File: config.mk
export PLATFORM = sky130hd
export DESIGN_NAME = nvm_cmd_ctrl
export DESIGN_NICKNAME = d
export VERILOG_FILES = /design/src/rtl/nvm_cmd_pkg.sv /design/src/rtl/nvm_cmd_check.sv /design/src/rtl/nvm_cmd_seq.sv /design/src/rtl/nvm_cmd_irq.sv /design/src/rtl/nvm_cmd_ctrl.sv
export SDC_FILE = /design/constraint.sdc
export NUM_CORES = 1
export LEC_CHECK = 0
export ABC_AREA = 1
export BUFFER_PORTS_ARGS = -buffer_cell sky130_fd_sc_hd__buf_4
export CAP_MARGIN = 10
export CORE_UTILIZATION = 56
export CTS_CLUSTER_DIAMETER = 40
export DETAILED_ROUTE_END_ITERATION = 8
export PLACE_DENSITY = 0.81
export SLEW_MARGIN = 10
export SYNTH_ARGS = -nofsm -noshare
export SYNTH_HDL_FRONTEND = slang
export SYNTH_SLANG_ARGS = --single-unit
File: constraint.sdc
create_clock -name clk_i -period 1.9 [get_ports clk_i]
set_input_delay 0.38 -clock clk_i [delete_from_list [all_inputs] [get_ports clk_i]]
set_output_delay 0.38 -clock clk_i [all_outputs]
set_load 0.1 [all_outputs]
File: src/rtl/nvm_cmd_pkg.sv
package nvm_cmd_pkg;
  localparam logic [7:0] OP_RDVFY  = 8'h01;
  localparam logic [7:0] OP_PROG   = 8'h06;
  localparam logic [7:0] OP_MERASE = 8'h08;
  localparam logic [7:0] OP_SERASE = 8'h0A;

  localparam int unsigned BUS_AW = 3;
  localparam logic [BUS_AW-1:0] REG_STAT  = 3'd0;
  localparam logic [BUS_AW-1:0] REG_CFG   = 3'd1;
  localparam logic [BUS_AW-1:0] REG_OPC   = 3'd2;
  localparam logic [BUS_AW-1:0] REG_TADDR = 3'd3;
  localparam logic [BUS_AW-1:0] REG_WLO   = 3'd4;
  localparam logic [BUS_AW-1:0] REG_WHI   = 3'd5;

  localparam int unsigned B_CCIF  = 7;
  localparam int unsigned B_ACC   = 5;
  localparam int unsigned B_PV    = 4;
  localparam int unsigned B_CC_IE = 7;
  localparam int unsigned B_DB_IE = 1;
  localparam int unsigned B_SB_IE = 0;

  typedef enum logic [1:0] {ST_IDLE, ST_TERM, ST_START, ST_RUN} seq_state_e;
endpackage

File: src/rtl/nvm_cmd_check.sv
module nvm_cmd_check
  import nvm_cmd_pkg::*;
#(
  parameter int unsigned ADDR_W = 8
) (
  input  logic [7:0]        opcode_i,
  input  logic [ADDR_W-1:0] addr_i,
  input  logic [ADDR_W-1:0] win_lo_i,
  input  logic [ADDR_W-1:0] win_hi_i,
  output logic              legal_o,
  output logic              prot_hit_o
);
  logic win_valid, in_win, is_pe;

  always_comb begin
    legal_o   = (opcode_i == OP_RDVFY) || (opcode_i == OP_PROG) ||
                (opcode_i == OP_MERASE) || (opcode_i == OP_SERASE);
    is_pe     = (opcode_i == OP_PROG) || (opcode_i == OP_SERASE);
    win_valid = (win_lo_i <= win_hi_i);
    in_win    = (addr_i >= win_lo_i) && (addr_i <= win_hi_i);
    // mass erase covers every address, so any non-empty window blocks it
    prot_hit_o = (is_pe && in_win) || ((opcode_i == OP_MERASE) && win_valid);
  end
endmodule

File: src/rtl/nvm_cmd_seq.sv
module nvm_cmd_seq
  import nvm_cmd_pkg::*;
(
  input  logic       clk_i,
  input  logic       rst_ni,
  input  logic       launch_req_i,
  input  logic       acc_clr_i,
  input  logic       pv_clr_i,
  input  logic       stage_wr_i,
  input  logic       legal_i,
  input  logic       prot_hit_i,
  input  logic       eng_done_i,
  input  logic [1:0] eng_status_i,
  output logic       ccif_o,
  output logic       accerr_o,
  output logic       pviol_o,
  output logic       busy_o,
  output logic [1:0] stat_o,
  output logic       start_o,
  output logic       stage_en_o
);
  seq_state_e state_q;
  logic       ccif_q, accerr_q, pviol_q;
  logic [1:0] stat_q;
  logic       launch_ok;

  // flags are taken before the write so a combined clear+launch does not launch
  assign launch_ok  = launch_req_i && ccif_q && !accerr_q && !pviol_q;
  assign stage_en_o = stage_wr_i && ccif_q && !pviol_q;

  always_ff @(posedge clk_i or negedge rst_ni) begin
    if (!rst_ni) begin
      state_q  <= ST_IDLE;
      ccif_q   <= 1'b1;
      accerr_q <= 1'b0;
      pviol_q  <= 1'b0;
      stat_q   <= '0;
    end else begin
      if (acc_clr_i) accerr_q <= 1'b0;
      if (pv_clr_i)  pviol_q  <= 1'b0;
      if (stage_wr_i && !ccif_q) accerr_q <= 1'b1;
      case (state_q)
        ST_IDLE: if (launch_ok) begin
          ccif_q <= 1'b0;
          if (!legal_i) begin
            accerr_q <= 1'b1;
            state_q  <= ST_TERM;
          end else if (prot_hit_i) begin
            pviol_q <= 1'b1;
            state_q <= ST_TERM;
          end else begin
            state_q <= ST_START;
          end
        end
        ST_TERM: begin
          ccif_q  <= 1'b1;
          state_q <= ST_IDLE;
        end
        ST_START: state_q <= ST_RUN;
        ST_RUN: if (eng_done_i) begin
          stat_q  <= eng_status_i;
          ccif_q  <= 1'b1;
          state_q <= ST_IDLE;
        end
        default: state_q <= ST_IDLE;
      endcase
    end
  end

  assign ccif_o   = ccif_q;
  assign accerr_o = accerr_q;
  assign pviol_o  = pviol_q;
  assign stat_o   = stat_q;
  assign start_o  = (state_q == ST_START);
  assign busy_o   = (state_q == ST_START) || (state_q == ST_RUN);
endmodule

File: src/rtl/nvm_cmd_irq.sv
module nvm_cmd_irq (
  input  logic ccif_i,
  input  logic cc_ie_i,
  input  logic sb_ie_i,
  input  logic db_ie_i,
  input  logic sgl_fault_i,
  input  logic dbl_fault_i,
  output logic irq_cc_o,
  output logic irq_sgl_o,
  output logic irq_dbl_o
);
  assign irq_cc_o  = ccif_i && cc_ie_i;
  assign irq_sgl_o = sgl_fault_i && sb_ie_i;
  assign irq_dbl_o = dbl_fault_i && db_ie_i;
endmodule

File: src/rtl/nvm_cmd_ctrl.sv
module nvm_cmd_ctrl
  import nvm_cmd_pkg::*;
#(
  parameter int unsigned ADDR_W = 8
) (
  input  logic              clk_i,
  input  logic              rst_ni,
  input  logic              bus_we_i,
  input  logic [2:0]        bus_addr_i,
  input  logic [7:0]        bus_wdata_i,
  output logic [7:0]        bus_rdata_o,
  input  logic              sgl_fault_i,
  input  logic              dbl_fault_i,
  output logic              eng_start_o,
  output logic [7:0]        eng_cmd_o,
  output logic [ADDR_W-1:0] eng_addr_o,
  input  logic              eng_done_i,
  input  logic [1:0]        eng_status_i,
  output logic              irq_cc_o,
  output logic              irq_sgl_o,
  output logic              irq_dbl_o
);
  logic [7:0]        opc_q;
  logic [ADDR_W-1:0] taddr_q, win_lo_q, win_hi_q;
  logic              cc_ie_q, sb_ie_q, db_ie_q;
  logic              wr_stat, stage_wr, stage_en;
  logic              legal, prot_hit;
  logic              ccif, accerr, pviol, busy;
  logic [1:0]        stat;

  assign wr_stat  = bus_we_i && (bus_addr_i == REG_STAT);
  assign stage_wr = bus_we_i && ((bus_addr_i == REG_OPC) || (bus_addr_i == REG_TADDR));

  nvm_cmd_check #(.ADDR_W(ADDR_W)) u_check (
    .opcode_i   (opc_q),
    .addr_i     (taddr_q),
    .win_lo_i   (win_lo_q),
    .win_hi_i   (win_hi_q),
    .legal_o    (legal),
    .prot_hit_o (prot_hit)
  );

  nvm_cmd_seq u_seq (
    .clk_i        (clk_i),
    .rst_ni       (rst_ni),
    .launch_req_i (wr_stat && bus_wdata_i[B_CCIF]),
    .acc_clr_i    (wr_stat && bus_wdata_i[B_ACC]),
    .pv_clr_i     (wr_stat && bus_wdata_i[B_PV]),
    .stage_wr_i   (stage_wr),
    .legal_i      (legal),
    .prot_hit_i   (prot_hit),
    .eng_done_i   (eng_done_i),
    .eng_status_i (eng_status_i),
    .ccif_o       (ccif),
    .accerr_o     (accerr),
    .pviol_o      (pviol),
    .busy_o       (busy),
    .stat_o       (stat),
    .start_o      (eng_start_o),
    .stage_en_o   (stage_en)
  );

  nvm_cmd_irq u_irq (
    .ccif_i      (ccif),
    .cc_ie_i     (cc_ie_q),
    .sb_ie_i     (sb_ie_q),
    .db_ie_i     (db_ie_q),
    .sgl_fault_i (sgl_fault_i),
    .dbl_fault_i (dbl_fault_i),
    .irq_cc_o    (irq_cc_o),
    .irq_sgl_o   (irq_sgl_o),
    .irq_dbl_o   (irq_dbl_o)
  );

  always_ff @(posedge clk_i or negedge rst_ni) begin
    if (!rst_ni) begin
      opc_q    <= '0;
      taddr_q  <= '0;
      win_lo_q <= '1;
      win_hi_q <= '0;
      cc_ie_q  <= 1'b0;
      sb_ie_q  <= 1'b0;
      db_ie_q  <= 1'b0;
    end else begin
      if (stage_en && (bus_addr_i == REG_OPC))   opc_q   <= bus_wdata_i;
      if (stage_en && (bus_addr_i == REG_TADDR)) taddr_q <= bus_wdata_i[ADDR_W-1:0];
      if (bus_we_i && (bus_addr_i == REG_WLO)) win_lo_q <= bus_wdata_i[ADDR_W-1:0];
      if (bus_we_i && (bus_addr_i == REG_WHI)) win_hi_q <= bus_wdata_i[ADDR_W-1:0];
      if (bus_we_i && (bus_addr_i == REG_CFG)) begin
        cc_ie_q <= bus_wdata_i[B_CC_IE];
        db_ie_q <= bus_wdata_i[B_DB_IE];
        sb_ie_q <= bus_wdata_i[B_SB_IE];
      end
    end
  end

  always_comb begin
    bus_rdata_o = '0;
    case (bus_addr_i)
      REG_STAT: bus_rdata_o = {ccif, 1'b0, accerr, pviol, busy, 1'b0, stat};
      REG_CFG:  bus_rdata_o = {cc_ie_q, 5'b0, db_ie_q, sb_ie_q};
      REG_WLO:  bus_rdata_o[ADDR_W-1:0] = win_lo_q;
      REG_WHI:  bus_rdata_o[ADDR_W-1:0] = win_hi_q;
      default:  bus_rdata_o = '0;
    endcase
  end

  assign eng_cmd_o  = opc_q;
  assign eng_addr_o = taddr_q;
endmodule

Yosys cells after proc, flatten, opt, wreduce, memory -nomap -nowiden
Cells that the tools add are included.

operators by class
  magnitude comparators = 3
  equal/unequal tests = 14
  mux-type cells = 19
  reduce and logical (&&, ||, !) cells = 38

operator list
  kind                                                                   number
  8-bit case mux with 4 select lines                                     1
  1-bit logical AND                                                      22
  8-bit by 4-bit equality test with 1-bit output, second input constant  2
  8-bit less-or-equal comparator                                         2
  1-bit 2-to-1 mux                                                       12
  8-bit by 1-bit equality test with 1-bit output, second input constant  1
  8-bit by 3-bit equality test with 1-bit output, second input constant  1
  8-bit >= comparator                                                    1
  2-bit 2-to-1 mux                                                       4
  2-bit case mux with 4 select lines                                     1
  1-bit logical OR                                                       7
  3-bit by 2-bit equality test with 1-bit output, second input constant  2
  3-bit equality test, second input constant                             2
  2-bit equality test, second input constant                             2
  2-bit AND reduction                                                    2
  3-bit by 1-bit equality test with 1-bit output, second input constant  1
  1-bit zero test                                                        3
  3-bit zero test                                                        1
  1-bit case mux with 3 select lines                                     1
  3-bit AND reduction                                                    1
  3-bit nonzero test                                                     1
  2-bit by 1-bit equality test with 1-bit output, second input constant  1
  2-bit zero test                                                        1
  2-bit by 1-bit != test with 1-bit output, second input constant        1
  2-bit != test, second input constant                                   1

word-level totals
  flip-flop bits (word level) = 42
  bits of input ports = 19
  output and inout port bits = 28
  word-level logic and storage cells = 86

Logic depth before layout (Yosys ltp)
  depth after elaboration = 8
  mapped depth = 15
  gate-level depth less buffers = 15

Hierarchy
From an unflattened synthesis, not the netlist that was laid out.

unflattened totals
  cells, all modules = 387
  area total of the unflattened synthesis = 2798.9 um^2

modules (own cells, without submodules)
  module         instances  cells an instance  area each (um^2)  sequential area each (um^2)
  nvm_cmd_ctrl   1          207                1675.4            885.8
  nvm_cmd_check  1          116                704.4             0.0
  nvm_cmd_seq    1          58                 396.6             176.4
  nvm_cmd_irq    1          6                  22.5              0.0

Worst setup path after synthesis
Ideal clock, no wire load.

  path kind = in2out
  from = input bus_addr_i[0]
  to = output bus_rdata_o[4]
  arrival = 2327 ps
  slack = -807 ps
  stages on the path = 6
  path buffers = 0
  cells stage by stage = inv_1 -> nor2_2 -> inv_2 -> nor2_4 -> inv_1 -> o221ai_1

between the ends
  cells in the longest elaborated chain, start to end = 2
  elaborated cells on any way between the ends = 5
  those cells by class = eq/ne (3); mux (1); reduce/logical (1)

RTL lines
  element                                      RTL line            text
  from (decl)                                  nvm_cmd_ctrl.sv:9   input logic [2:0] bus_addr_i,
  3-bit equality test (tied with other cells)  nvm_cmd_ctrl.sv:99  case (bus_addr_i)
  8-bit case mux with 4 select lines (*)       nvm_cmd_ctrl.sv:99
  to (decl)                                    nvm_cmd_ctrl.sv:11  output logic [7:0] bus_rdata_o,

Mark *: on every way between the ends. The rest lies on a longest branch, timed or not.

Final worst setup path
  from = register win_lo_q[4]
  to = output bus_rdata_o[4]

between the ends
  cells in the longest elaborated chain, start to end = 1

RTL lines
  element                             RTL line            text
  from (decl)                         nvm_cmd_ctrl.sv:24  logic [ADDR_W-1:0] taddr_q, win_lo_q, win_hi_q;
  from (signal assigned)              nvm_cmd_ctrl.sv:87  if (bus_we_i && (bus_addr_i == REG_WLO)) win_lo_q <= bus_wdata_i[ADDR_W-1:0];
  8-bit case mux with 4 select lines  nvm_cmd_ctrl.sv:99

No other way between the ends.

==> metrics <==
status=completed; DIE HEIGHT=~70 um; sequential-to-total area share from yosys stat=40.6%; min Tclk post-route=about 1.8 ns; warnings from Yosys=0; Power Density=approximately 760 nW/um2; Final Max Slew Viols=0; Max Buffers Root-to-Sink=2; area grow syn2layout=25.1%; Yosys top cell by area=dfrtp_1; Crit path required time=between 1.5 and 2 ns; Area after DPL=approximately 3100 um2; Core Footprint=around 4400 um2; Port Buf Inserts=46; Max-Cap Viols=0; final worst-path cycle share=between 90 and 100%; Clock Pin Slew Worst Setup and Hold Paths=0.08 ns; Hold-fix buffers, CTS=0; vias per cell=about 5.3; drt wl/cell=14.1 um; hold crit path type=in2async; storage element area=~1100 um2; Antenna Nets Post-Route=0; total grt overflow=0; worst-path fanout max=3; DIE AREA=about 5000 um2; NumNets Final=~420; FILL cells=around 340; VDD IR max=about 0.00056 V; post-synthesis cell area=roughly 2600 um2; Starting Density=59.2%; reg-to-reg startpoint=win_lo_q[3]$_DFFE_PN1P_; Finished Layout Cells=between 400 and 500; Hold Fails Final Rpt=0; Post-Synth Adder-Cell Area=11.5%; CP Launch Type=register; largest family of logic cells by synthesized area=simple AND/OR/NAND/NOR gates; Std-Cell Rows=24; Post-Synth XOR/XNOR Area=0%; CTS buffer count=5; vias in the first global route=~2300; DPL Wire Length=between 4000 and 5000 um; P_leak=roughly 1.7 nW; die width=70.3 um; multiplexer share of the synthesized area=less than 1%; ANT cells=0; CTS tree=yes; Iteration-0 DRC Markers=between 90 and 100; post-cts repair resize count=0; Synth top area share=31.6%; share of layout cells above drive strength 1=around 33%; Multi-input gate area=about 1400 um2; CP Launch Point=win_lo_q[4]$_DFFE_PN1P_; fin area=3270 um2; global-route wire length before repair=10400 um; maximum number of pins on one net before global-route repair=43; DR DRC count=0; Final Skew=between 0.007 and 0.008 ns; Synth area leaders=dfrtp_1 32%, nand2_1 13%, ha_1 11%; Post-CTS Setup Bufs=0; Slew @ Worst Pin=roughly 0.52 ns; DP Cell Count=about 430; Synth Instances=322; Tot GR Track Use=27.1%; overall routed net length=6130 um; clock sink count=42; Final WS setup=just over 0.06 ns; total power=2.49 mW; compound-cell area share of the yosys netlist=between 10% and 20%; initial antenna violation count=0; f_max=0.544 GHz; synthesized net count=between 300 and 400; simple-gate share of the synthesized area=between 20 and 25%; Final Wtd Congestion=roughly 0.87; synth unique cells=31; Clock Latency Late Sink=0.30 ns; Setup-failing EPs final=0; cell chosen for the clock root=clkbuf_8; FF+latch count, synth=42; Detailed Routing Iterations Pass 1=4; Util after Layout=~74%; dpl ws=about 0.01 ns; Critical Path End Type=output pin; htree depth=2; Avg Cell Area, Syn=between 8 and 9 um2; IO Count=47; hold slack=0.0586 ns; worst setup path category=reg2out; Setup TNS=0 ns; relative slew slack=between 60% and 70%; Worst EP arrival=roughly 1.5 ns; vias=~2300
-- registers in the layout, indices dropped and copies added (netlist names) --
signal	flops
eng_cmd_o	8
win_hi_q	8
u_seq.stat_o	2
u_seq.pviol_o	1
u_seq.state_q	2
cc_ie_q	1
u_seq.ccif_o	1
sb_ie_q	1
u_seq.accerr_o	1
win_lo_q	8
eng_addr_o	8
db_ie_q	1
-- cell usage after synthesis, drive strengths merged --
cell and instances:
o21ai 38, nand2 95, o22ai 4, dfrtp 33, mux2 2, buf 3, o2111ai 1, inv 54
o211ai 2, o21a 2, dfstp 9, a221o 2, clkbuf 1, nor2 23, nand3 10, nor3 4
nand4 3, a21oi 6, o221ai 3, nand3b 1, o21bai 1, a21o 1, ha 24
-- per-layer routing --
metal	vias to the layer above	wire [um]	GRT usage, %
met2	58	3010	45.7
met1	1085	2760	35.6
met3	6	283	5.19
met5	-	0	0
met4	0	65	6.89
li1	1161	-	-
-- logic make-up (layout without fill, tap and decap cells) --
| kind of cell | Yosys count | in the layout |
|---|---|---|
| adder cells (fa/ha/maj) | 24 | 24 |
| flip-flops | 42 | 42 |
| buffers and inverters | 58 | 117 |
| AND/OR/NAND/NOR | 136 | 136 |
| multiplexers | 2 | 2 |
| AO/OA/AOI/OAI | 60 | 60 |
-- worst max-delay path: stages (launching register included) --
cell and delay, ns:
dfstp_2 0.56, inv_1 0.08, o221ai_2 0.20, buf_4 0.32
-- cell type report --
class	instances	share of cell area (%)
well taps	52	1.99
clock buffers	7	2.64
repair buffers	55	14.0
multi-input cells	222	42.3
flip-flops and latches	42	32.8
clock inverters	1	0.153
inverters	54	6.20
-- cells in the final DEF, fill, tap and decap left out, types with 3 or more instances in the layout --
cell,Yosys,layout
o21ai_1,8,8
o21ai_0,14,14
clkbuf_8,0,6
inv_1,52,49
nand3_1,9,8
buf_6,3,5
o21ai_2,16,16
inv_2,2,5
dfrtp_2,0,8
ha_1,24,23
nand4_1,3,3
nor2_1,17,16
o221ai_2,0,3
a21oi_1,6,6
nand2_1,91,91
nand2_2,4,4
nor2_2,5,6
buf_4,0,48
dfstp_2,9,9
dfrtp_1,33,25
-- final timing paths --
kind / slack [ns] / depth (start not counted) / to
setup / recovery: 0.06 / 3 / bus_rdata_o[4]
hold / removal: 0.06 / 1 / eng_addr_o[2]$_DFFE_PN0P_
setup reg to reg: 0.15 / 12 / u_seq.state_q[1]$_DFFE_PN0P_
hold reg to reg: 0.50 / 2 / win_hi_q[1]$_DFFE_PN0P_
max in group asynchronous: 1.46 / 1 / eng_addr_o[4]$_DFFE_PN0P_
min in group clk_i: 0.32 / 2 / u_seq.stat_o[1]$_DFFE_PN0P_
-- where the power goes --
group	internal [mW]	switching (mW)
logic	0.278	0.550
registers	1.00	0.0745
clock network	0.293	0.292
total	1.57	0.916
(Power assumes the default switching activity.)
